==> src/rtl/uart_core_pkg.sv <==
package uart_core_pkg;
  localparam int CHAR_W = 8;

  typedef enum logic [1:0] {TX_IDLE, TX_START, TX_DATA, TX_STOP} tx_state_e;
  typedef enum logic [2:0] {RX_IDLE, RX_START, RX_DATA, RX_STOP, RX_HOLD} rx_state_e;

  // number of data bits for a size code (0..3 -> 5..8)
  function automatic logic [3:0] char_bits(input logic [1:0] sz);
    return 4'd5 + {2'b00, sz};
  endfunction

  // oversampling ticks per bit
  function automatic logic [4:0] os_ticks(input logic dbl);
    return dbl ? 5'd8 : 5'd16;
  endfunction

  // keep only the low bits that belong to a character of the given size
  function automatic logic [CHAR_W-1:0] keep_low(input logic [CHAR_W-1:0] d, input logic [1:0] sz);
    logic [CHAR_W-1:0] m;
    m = 8'hFF >> (2'd3 - sz);
    return d & m;
  endfunction
endpackage

==> src/rtl/uart_baud_gen.sv <==
module uart_baud_gen #(
  parameter int DIV_W = 12
) (
  input  logic             clk,
  input  logic             rst_n,
  input  logic             div_wr,
  input  logic [DIV_W-1:0] div_val,
  output logic             tick
);
  logic [DIV_W-1:0] div_q;
  logic [DIV_W-1:0] cnt_q;

  always_ff @(posedge clk) begin
    if (!rst_n) begin
      div_q <= '0;
      cnt_q <= '0;
    end else if (div_wr) begin
      div_q <= div_val;
      cnt_q <= div_val;
    end else if (cnt_q == '0) begin
      cnt_q <= div_q;
    end else begin
      cnt_q <= cnt_q - 1'b1;
    end
  end

  assign tick = (cnt_q == '0) && !div_wr;


  tick_spacing_chk: assert property (@(posedge clk) disable iff (!rst_n)
    (tick && div_q != '0) |=> !tick);

  div_reload_chk: assert property (@(posedge clk) disable iff (!rst_n)
    (div_wr && div_val != '0) |=> !tick);
endmodule

==> src/rtl/uart_tx.sv <==
module uart_tx import uart_core_pkg::*; (
  input  logic              clk,
  input  logic              rst_n,
  input  logic              tick,
  input  logic              tx_en,
  input  logic              dbl,
  input  logic [1:0]        sz,
  input  logic              wr,
  input  logic [CHAR_W-1:0] wdata,
  output logic              txd,
  output logic              dre,
  output logic              load
);
  tx_state_e         st_q;
  logic [CHAR_W-1:0] hold_q, sh_q;
  logic              full_q;
  logic [3:0]        tcnt_q;
  logic [2:0]        bidx_q;
  logic [4:0]        os;
  logic [3:0]        nb;
  logic              accept, bit_end;

  assign os      = os_ticks(dbl);
  assign nb      = char_bits(sz);
  assign accept  = wr && !full_q;
  assign load    = full_q && tx_en && (st_q == TX_IDLE);
  assign bit_end = tick && ({1'b0, tcnt_q} == os - 5'd1);
  assign dre     = !full_q;

  always_ff @(posedge clk) begin
    if (!rst_n) begin
      full_q <= 1'b0;
      hold_q <= '0;
    end else if (load) begin
      full_q <= 1'b0;
    end else if (accept) begin
      full_q <= 1'b1;
      hold_q <= wdata;
    end
  end

  always_ff @(posedge clk) begin
    if (!rst_n) begin
      st_q   <= TX_IDLE;
      sh_q   <= '0;
      tcnt_q <= '0;
      bidx_q <= '0;
    end else begin
      if (tick) tcnt_q <= bit_end ? 4'd0 : tcnt_q + 4'd1;
      case (st_q)
        TX_IDLE: if (load) begin
          st_q   <= TX_START;
          sh_q   <= hold_q;
          tcnt_q <= '0;
        end
        TX_START: if (bit_end) begin
          st_q   <= TX_DATA;
          bidx_q <= '0;
        end
        TX_DATA: if (bit_end) begin
          sh_q   <= sh_q >> 1;
          bidx_q <= bidx_q + 3'd1;
          if ({1'b0, bidx_q} == nb - 4'd1) st_q <= TX_STOP;
        end
        TX_STOP: if (bit_end) st_q <= TX_IDLE;
        default: st_q <= TX_IDLE;
      endcase
    end
  end

  always_comb begin
    case (st_q)
      TX_START: txd = 1'b0;
      TX_DATA:  txd = sh_q[0];
      default:  txd = 1'b1;
    endcase
  end


  full_write_ignored_chk: assert property (@(posedge clk) disable iff (!rst_n)
    (wr && !dre) |=> $stable(hold_q));

  load_frees_buffer_chk: assert property (@(posedge clk) disable iff (!rst_n)
    load |=> dre);

  start_bit_low_chk: assert property (@(posedge clk) disable iff (!rst_n)
    load |=> !txd);
endmodule

==> src/rtl/uart_rx.sv <==
module uart_rx import uart_core_pkg::*; (
  input  logic              clk,
  input  logic              rst_n,
  input  logic              tick,
  input  logic              rx_en,
  input  logic              dbl,
  input  logic [1:0]        sz,
  input  logic              rxd,
  input  logic              rd,
  output logic [CHAR_W-1:0] rdata,
  output logic              rxc,
  output logic              fe,
  output logic              done
);
  rx_state_e         st_q;
  logic              s1_q, s2_q;
  logic [CHAR_W-1:0] sh_q;
  logic [3:0]        cnt_q;
  logic [2:0]        bidx_q;
  logic [4:0]        os;
  logic [3:0]        nb;
  logic              full_bit, half_bit;

  assign os       = os_ticks(dbl);
  assign nb       = char_bits(sz);
  assign full_bit = tick && ({1'b0, cnt_q} == os - 5'd1);
  assign half_bit = tick && ({1'b0, cnt_q} == (os >> 1) - 5'd1);
  assign done     = (st_q == RX_STOP) && full_bit;

  always_ff @(posedge clk) begin
    if (!rst_n) begin
      s1_q <= 1'b1;
      s2_q <= 1'b1;
    end else begin
      s1_q <= rxd;
      s2_q <= s1_q;
    end
  end

  always_ff @(posedge clk) begin
    if (!rst_n) begin
      st_q   <= RX_IDLE;
      sh_q   <= '0;
      cnt_q  <= '0;
      bidx_q <= '0;
    end else if (!rx_en) begin
      st_q <= RX_IDLE;
    end else begin
      case (st_q)
        RX_IDLE: if (tick && !s2_q) begin
          st_q  <= RX_START;
          cnt_q <= '0;
        end
        RX_START: if (half_bit) begin
          st_q   <= s2_q ? RX_IDLE : RX_DATA;
          cnt_q  <= '0;
          bidx_q <= '0;
        end else if (tick) cnt_q <= cnt_q + 4'd1;
        RX_DATA: if (full_bit) begin
          sh_q   <= {s2_q, sh_q[CHAR_W-1:1]};
          cnt_q  <= '0;
          bidx_q <= bidx_q + 3'd1;
          if ({1'b0, bidx_q} == nb - 4'd1) st_q <= RX_STOP;
        end else if (tick) cnt_q <= cnt_q + 4'd1;
        RX_STOP: if (full_bit) begin
          st_q  <= s2_q ? RX_IDLE : RX_HOLD;
          cnt_q <= '0;
        end else if (tick) cnt_q <= cnt_q + 4'd1;
        RX_HOLD: if (s2_q) st_q <= RX_IDLE;
        default: st_q <= RX_IDLE;
      endcase
    end
  end

  always_ff @(posedge clk) begin
    if (!rst_n) begin
      rdata <= '0;
      rxc   <= 1'b0;
      fe    <= 1'b0;
    end else if (done) begin
      rdata <= sh_q >> (4'd8 - nb);
      rxc   <= 1'b1;
      fe    <= !s2_q;
    end else if (rd) begin
      rxc <= 1'b0;
    end
  end


  zero_upper_chk: assert property (@(posedge clk) disable iff (!rst_n)
    done |=> ((rdata & ~keep_low(8'hFF, $past(sz))) == 8'h00));

  rd_clears_chk: assert property (@(posedge clk) disable iff (!rst_n)
    (rd && !done) |=> !rxc);

  done_sets_chk: assert property (@(posedge clk) disable iff (!rst_n)
    done |=> rxc);

  stop_low_err_chk: assert property (@(posedge clk) disable iff (!rst_n)
    (done && !s2_q) |=> fe);
endmodule

==> src/rtl/uart_core.sv <==
module uart_core import uart_core_pkg::*; #(
  parameter int DIV_W = 12
) (
  input  logic             clk,
  input  logic             rst_n,
  input  logic             div_wr,
  input  logic [DIV_W-1:0] div_val,
  input  logic             dbl_speed,
  input  logic [1:0]       char_size,
  input  logic             tx_en,
  input  logic             rx_en,
  input  logic             data_wr,
  input  logic [7:0]       data_wdata,
  input  logic             data_rd,
  output logic [7:0]       data_rdata,
  output logic             dre,
  output logic             rxc,
  output logic             frame_err,
  input  logic             rxd,
  output logic             txd
);
  logic tick, tx_load, rx_done;

  uart_baud_gen #(.DIV_W(DIV_W)) u_baud (
    .clk(clk), .rst_n(rst_n), .div_wr(div_wr), .div_val(div_val), .tick(tick)
  );

  uart_tx u_tx (
    .clk(clk), .rst_n(rst_n), .tick(tick), .tx_en(tx_en), .dbl(dbl_speed),
    .sz(char_size), .wr(data_wr), .wdata(data_wdata), .txd(txd), .dre(dre),
    .load(tx_load)
  );

  uart_rx u_rx (
    .clk(clk), .rst_n(rst_n), .tick(tick), .rx_en(rx_en), .dbl(dbl_speed),
    .sz(char_size), .rxd(rxd), .rd(data_rd), .rdata(data_rdata), .rxc(rxc),
    .fe(frame_err), .done(rx_done)
  );


  write_keeps_rdata_chk: assert property (@(posedge clk) disable iff (!rst_n)
    (data_wr && !rx_done) |=> $stable(data_rdata));
endmodule

==> config.mk <==
export PLATFORM = sky130hd
export DESIGN_NAME = uart_core
export DESIGN_NICKNAME = d
export VERILOG_FILES = /design/src/rtl/uart_core_pkg.sv /design/src/rtl/uart_baud_gen.sv /design/src/rtl/uart_tx.sv /design/src/rtl/uart_rx.sv /design/src/rtl/uart_core.sv
export SDC_FILE = /design/constraint.sdc
export NUM_CORES = 1
export LEC_CHECK = 0
export ABC_AREA = 1
export BUFFER_PORTS_ARGS = -buffer_cell sky130_fd_sc_hd__buf_2
export CORE_UTILIZATION = 45
export DETAILED_ROUTE_END_ITERATION = 6
export SLEW_MARGIN = 25
export SYNTH_ARGS = -nofsm -noshare
export SYNTH_HDL_FRONTEND = slang
export SYNTH_SLANG_ARGS = --single-unit
==> constraint.sdc <==
create_clock -name clk -period 2.05 [get_ports clk]
set_input_delay 0.3075 -clock clk [delete_from_list [all_inputs] [get_ports clk]]
set_output_delay 0.3075 -clock clk [all_outputs]
set_load 0.1 [all_outputs]
==> results of run 1 <==
-- final cells by class --
type / instances / area share (%)
multi-input combinational: 411 / 44.8
sequential: 80 / 34.8
timing repair buffer: 59 / 8.01
inverter: 58 / 4.89
clock buffer: 10 / 2.99
tap: 105 / 2.85
clock inverter: 6 / 1.63
-- power by group through the flow --
stage	clock network [mW]	logic (mW)	registers, mW
final	1.23	1.24	1.82
after global routing	1.34	1.40	1.85
after CTS	1.27	1.22	1.82
after detailed placement	0	1.21	1.86
after global placement	0	1.19	1.85
after floorplan	0	0.948	1.83
-- registers in the layout, indices dropped and copies added, names as in the netlist, 4 cells and up --
register and cells:
u_baud.div_q 12, u_tx.sh_q 8, u_baud.cnt_q 12, u_rx.sh_q 8, u_rx.rdata 8, u_tx.tcnt_q 4, u_tx.hold_q 8, u_rx.cnt_q 4
-- cell usage in the layout (no fill, tap or decap), types with 2 or more instances in the layout --
master,n
nand2_4,2
o211ai_1,5
nand4_1,5
nand3_1,29
a211oi_1,6
dfxtp_1,78
nand2_2,3
inv_6,2
nor2_4,3
o21bai_1,2
nand2_1,127
buf_4,15
clkbuf_8,10
buf_2,41
nor3_1,8
xor2_1,4
inv_1,54
ha_1,9
a21oi_1,45
clkinv_4,2
o21ai_0,41
dfxtp_2,2
xnor2_1,4
nor2_1,93
nor2_2,2
a21oi_2,2
buf_12,2
mux2i_1,2
nor4_1,2
or2_2,5
-- final timing paths --
path | endpoint | slack (ps) | cells after the start
max | txd | 110 | 5
min | u_rx.s1_q | 140 | 2
max reg2reg | u_rx.rdata[1] | 200 | 11
min reg2reg | u_rx.s2_q | 420 | 1
-- metrics by stage --
step | total power [mW] | worst slack (ps) | hold slack [ps]
after floorplan | 2.78 | 45.3 | 393
after global placement | 3.04 | 187 | 394
after detailed placement | 3.07 | 112 | 406
after CTS | 4.31 | 47.7 | 125
after global routing | 4.59 | 6.12 | 114
final | 4.29 | 114 | 139
-- timing repair --
item | 4_1_cts | 5_1_grt
endpoints found under the setup margin | 1 | 33
pin swaps | 0 | 1
resized for setup | 1 | 9
buffers inserted | 0 | 3
-- metal layers --
layer | part of all wire (%) | track usage, % | vias up | wire length [um]
met1 | 46 | 23.2 | 1636 | 4010
met2 | 49 | 37.4 | 73 | 4320
met4 | 1.7 | 6.72 | 0 | 146
met3 | 3.4 | 5.10 | 12 | 294
li1 | - | - | 1934 | -
met5 | 0 | 0 | - | 0
-- kinds of logic after synthesis --
group / count (synthesis)
and+or+nand+nor: 282
AOI/OAI and AO/OA: 109
DFF: 80
buffers and inverters: 75
adders and majority gates: 10
xor gates and xnor gates: 8
muxes: 2
==> qor.yml, run 1 <==
outcome: "complete, no violations"
critPathBufInv: 2
clk_pin_slew_ps: 80
synth-simple-area-share_pct: 30.6
synth_cells: 566
drtPass1Iterations: 5
fin_util_pct: 55.2
tightest_slew_ps: 495
power_switching_mw: 1.50
fp.dieH_um: 95.4
synth_fa_ha_area_share_pct: 3.18
cts_buffer_depth: 2
synthXorXnorAreaFrac_pct: 1.78
die_area_sq_um: 9110
area_delta_synth_final_pct: 17.3
finalHoldViolations: 0
fin_crit_sh_pct: 94.4
synth_ff_type: "dfxtp_1"
numCtsBuffers: 9
ff_latch_area_sq_um: 1600
synth.ff_latch_count: 80
nNetsFinal: 660
portBuffers: 42
end_kind: "output pin"
final_cells: 729
p_int_mw: 2.79
pwr-share-seq_pct: 42.5
post-route-min-period_ps: 1940
rows: 33
core_area_sq_um: 8340
routed_wl_um: 8770
setup_tns_ps: 0
synth_top_family_by_area: "simple AND/OR/NAND/NOR gates"
power_frac_comb_pct: 28.9
wl_per_cell_um: 12.0
required_ps: 1740
gr-total-overflow: 0
fill_cells: 849
start_util_pct: 47.1
yosysMostFrequentCell: "nand2_1"
max_cap_violations: 0
dpl.hpwl_um: 6460
finish.instance_area_sq_um: 4610
fp.dieW_um: 95.4
io_pins: 43
cts_hold_buf: 0
synth_warnings: 0
grt_pass1_vias: 3427
min_path_type: "primary input to flop"
rsz0062_at_grt: "no"
finalSetupViolations: 0
hold_start: "rxd"
synth_edf_count: 0
cts_tree: "done"
final_max_slew_viol_count: 0
crit_path_max_fanout: 4
ir_drop_mv: 0.502
fmax_mhz: 517
yosysTopAreaCellShare_pct: 40.8
syn_area_sq_um: 3930
clk_latency_ps: 350
slowest_delay_ps: 360
leakage_nw: 2.13
worstSetupStartpoint: "u_tx.st_q[0]"
placed_cells: 710
place_area_sq_um: 4320
relSlewSlack_pct: 67.3
clock_sinks: 80
route.detailed.drc: 0
grt_use_total_pct: 20.5
synth.area.mux_share_pct: 0.510
crit_chain: "inv_1, ha_1, or2_2, o21ai_4, buf_12"
drt_iter0_markers: 121
syn_nets: 607
grt_pass1_wl_um: 14700
h-tree-depth: 3
multiInputGateArea_sq_um: 2060
postRouteAntennaNets: 0
synth_cell_types: 40
root_buffer: "clkbuf_8"
ys_seq_area_share_pct: 40.8
antenna_found_initial: 0
num_vias: 3655
viasPerCell: 5.01
yosys-top-cells-area: "dfxtp_1 (41%), nand2_1 (12%), nor2_1 (8.9%)"
crit_family: "flip-flops"
swShare_pct: 35.0
globalplace.congestion: 0.896
setup.worst_path.class: "flop to output pin"
grt_max_degree: 32
syn_avg_cell_area_sq_um: 6.94
power.density_nw_per_um2: 932
worst_ep_arrival_time_ps: 1630
num_antenna_cells: 0
p_clk_share_pct: 28.7
start_kind: "flop"
cpMaxStageDelayCell: "dfxtp_2"
finClkSkew_ps: 11.3
synth_top_cell_by_area: "dfxtp_1"
layout-drive-gt1-share_pct: 16.5
synth_compound_area_share_pct: 15.5
r2r_start: "u_baud.cnt_q[0]"
synthArstFlopShare_pct: 0
netlist_top_cells_count: "nand2_1 (127), nor2_1 (93), dfxtp_1 (80)"
No activity file was read; power rests on OpenSTA's default activity.
==> inputs of run 2 (changes only) <==
==> constraint.sdc (replaced) <==
create_clock -name clk -period 2.3 [get_ports clk]
set_input_delay 0.345 -clock clk [delete_from_list [all_inputs] [get_ports clk]]
set_output_delay 0.345 -clock clk [all_outputs]
set_load 0.1 [all_outputs]
==> run 2 against run 1 <==
Net effect:
- clock power grew 11%
- sequential share of layout area rose by 0.43 points
- power down 6.0%
- via count down 1.9%
- critical path type unchanged
- highest routed layer unchanged
- first-iteration DRC count is 13% higher
==> qor.yml, run 2 (same netlist as run 1, synthesis figures left out) <==
outcome: "complete, no violations"
relSlewSlack_pct: 60.5  # -6.8 points
place_area_sq_um: 4280  # -0.95%
finalSetupViolations: 0  # unchanged
start_kind: "flop"
area_delta_synth_final_pct: 15.6
max_cap_violations: 0  # unchanged
clk_pin_slew_ps: 90  # about the same
portBuffers: 42  # unchanged
antenna_found_initial: 0  # unchanged
route.detailed.drc: 0  # unchanged
viasPerCell: 4.99  # -0.52%
power.density_nw_per_um2: 889  # -4.6%
layout_commonest_cell: "nand2_1"
fp.dieH_um: 95.4  # unchanged
wl_per_cell_um: 12.0  # +0.12%
clock_sinks: 80  # unchanged
drtPass1Iterations: 5  # unchanged
fin_crit_sh_pct: 93.2
drt_iter0_markers: 137  # +13%
rsz0062_at_grt: "no"
worst_ep_arrival_time_ps: 1800  # +170 ps
required_ps: 1960  # +220 ps
fmax_mhz: 467
finalHoldViolations: 0  # unchanged
clk_latency_ps: 350  # about the same
num_vias: 3586  # -1.9%
layout_common_cells: "nand2_1 (127), nor2_1 (93), dfxtp_1 (80), inv_1 (54), a21oi_1 (47)"
die_area_sq_um: 9110  # unchanged
crit_path_max_fanout: 7  # +3
routed_wl_um: 8660  # -1.3%
start_util_pct: 47.1  # unchanged
ir_drop_mv: 0.538  # +7.3%
cts_hold_buf: 0  # unchanged
layout-drive-gt1-share_pct: 14.0  # -2.5 points
num_antenna_cells: 0  # unchanged
cts_buffer_depth: 2  # unchanged
end_kind: "output pin"
globalplace.congestion: 0.882  # -1.5%
grt_pass1_wl_um: 14800  # +0.47%
tightest_slew_ps: 592  # +97.5 ps
final_max_slew_viol_count: 0  # unchanged
core_area_sq_um: 8340  # unchanged
grt_max_degree: 37  # +16%
gr-total-overflow: 0  # unchanged
numCtsBuffers: 9  # unchanged
leakage_nw: 2.10  # -1.4%
post-route-min-period_ps: 2140
nNetsFinal: 650  # -1.5%
root_buffer: "clkbuf_8"
min_path_type: "primary input to flop"
h-tree-depth: 3  # unchanged
rows: 33  # unchanged
reg_top3: "u_baud.cnt_q (12), u_baud.div_q (12)"
preCtsSetupSlack_ps: 262  # +150 ps
setup_tns_ps: 0  # unchanged
postRouteAntennaNets: 0  # unchanged
holdWs_ps: 187  # +47.8 ps
io_pins: 43  # unchanged
cts_tree: "done"
grt_pass1_vias: 3370  # -1.7%
dpl.hpwl_um: 6180  # -4.3%
fp.dieW_um: 95.4  # unchanged
finClkSkew_ps: 10.7  # -0.601 ps
finish.instance_area_sq_um: 4540  # -1.4%
setup.worst_path.class: "flop to output pin"
layout_setup_ws_ps: 157  # +43.3 ps
grt_use_total_pct: 20.8  # +0.27 points
## run 2: per-layer routing
metal  wire length, um  global-route usage [%]  vias to the layer above
li1                  -                       -                     1912
met1              4090                    24.8                     1604
met2              4140                    36.8                       61
met3               330                    4.39                        9
met4               106                    7.09                        0
met5                 0                       0                        -
## run 2: layout make-up
type                    count  area (sq um)
clock buffers              11           131
repair buffers             49           290
inverters                  58           220
multi-input cells         411          2040
fillers                   836          3800
flip-flops and latches     80          1600
well taps                 105           131
clock inverters             5           129
## run 2: worst paths after layout
check / slack, ps / start / depth (start not counted) / end
hold / removal: 190 / rxd / 2 / u_rx.s1_q
setup / recovery: 160 / u_tx.st_q[0] / 5 / txd
setup reg to reg: 270 / u_baud.cnt_q[0] / 11 / u_rx.rdata[0]
hold reg to reg: 420 / u_rx.s1_q / 1 / u_rx.s2_q
## run 2: per-stage QoR
stage                     cells  util (%)  power, mW
after global routing        719      54.5       4.30
final                       719      54.5       4.04
after floorplan             566         -       2.48
after global placement      703      51.4       2.70
after detailed placement    703      51.4       2.71
after CTS                   719      54.5       4.08
## run 2: worst max-delay path: stages (launching register included)
cell	delay, ps
dfxtp_1	390
inv_1	100
ha_1	320
or2_2	360
o21ai_4	80
buf_12	190
## run 2: what timing repair did
item | CTS | global route
setup buffers | 0 | 0
endpoints found under the setup margin | 0 | 1
gates resized for setup | 0 | 1
## run 2: power breakdown
group	total [mW]	switching (mW)	internal (mW)	leakage [nW]
combinational	1.06	0.680	0.377	1.32
clock	1.36	0.526	0.835	0.128
sequential	1.62	0.0835	1.54	0.654
total	4.04	1.29	2.75	2.10
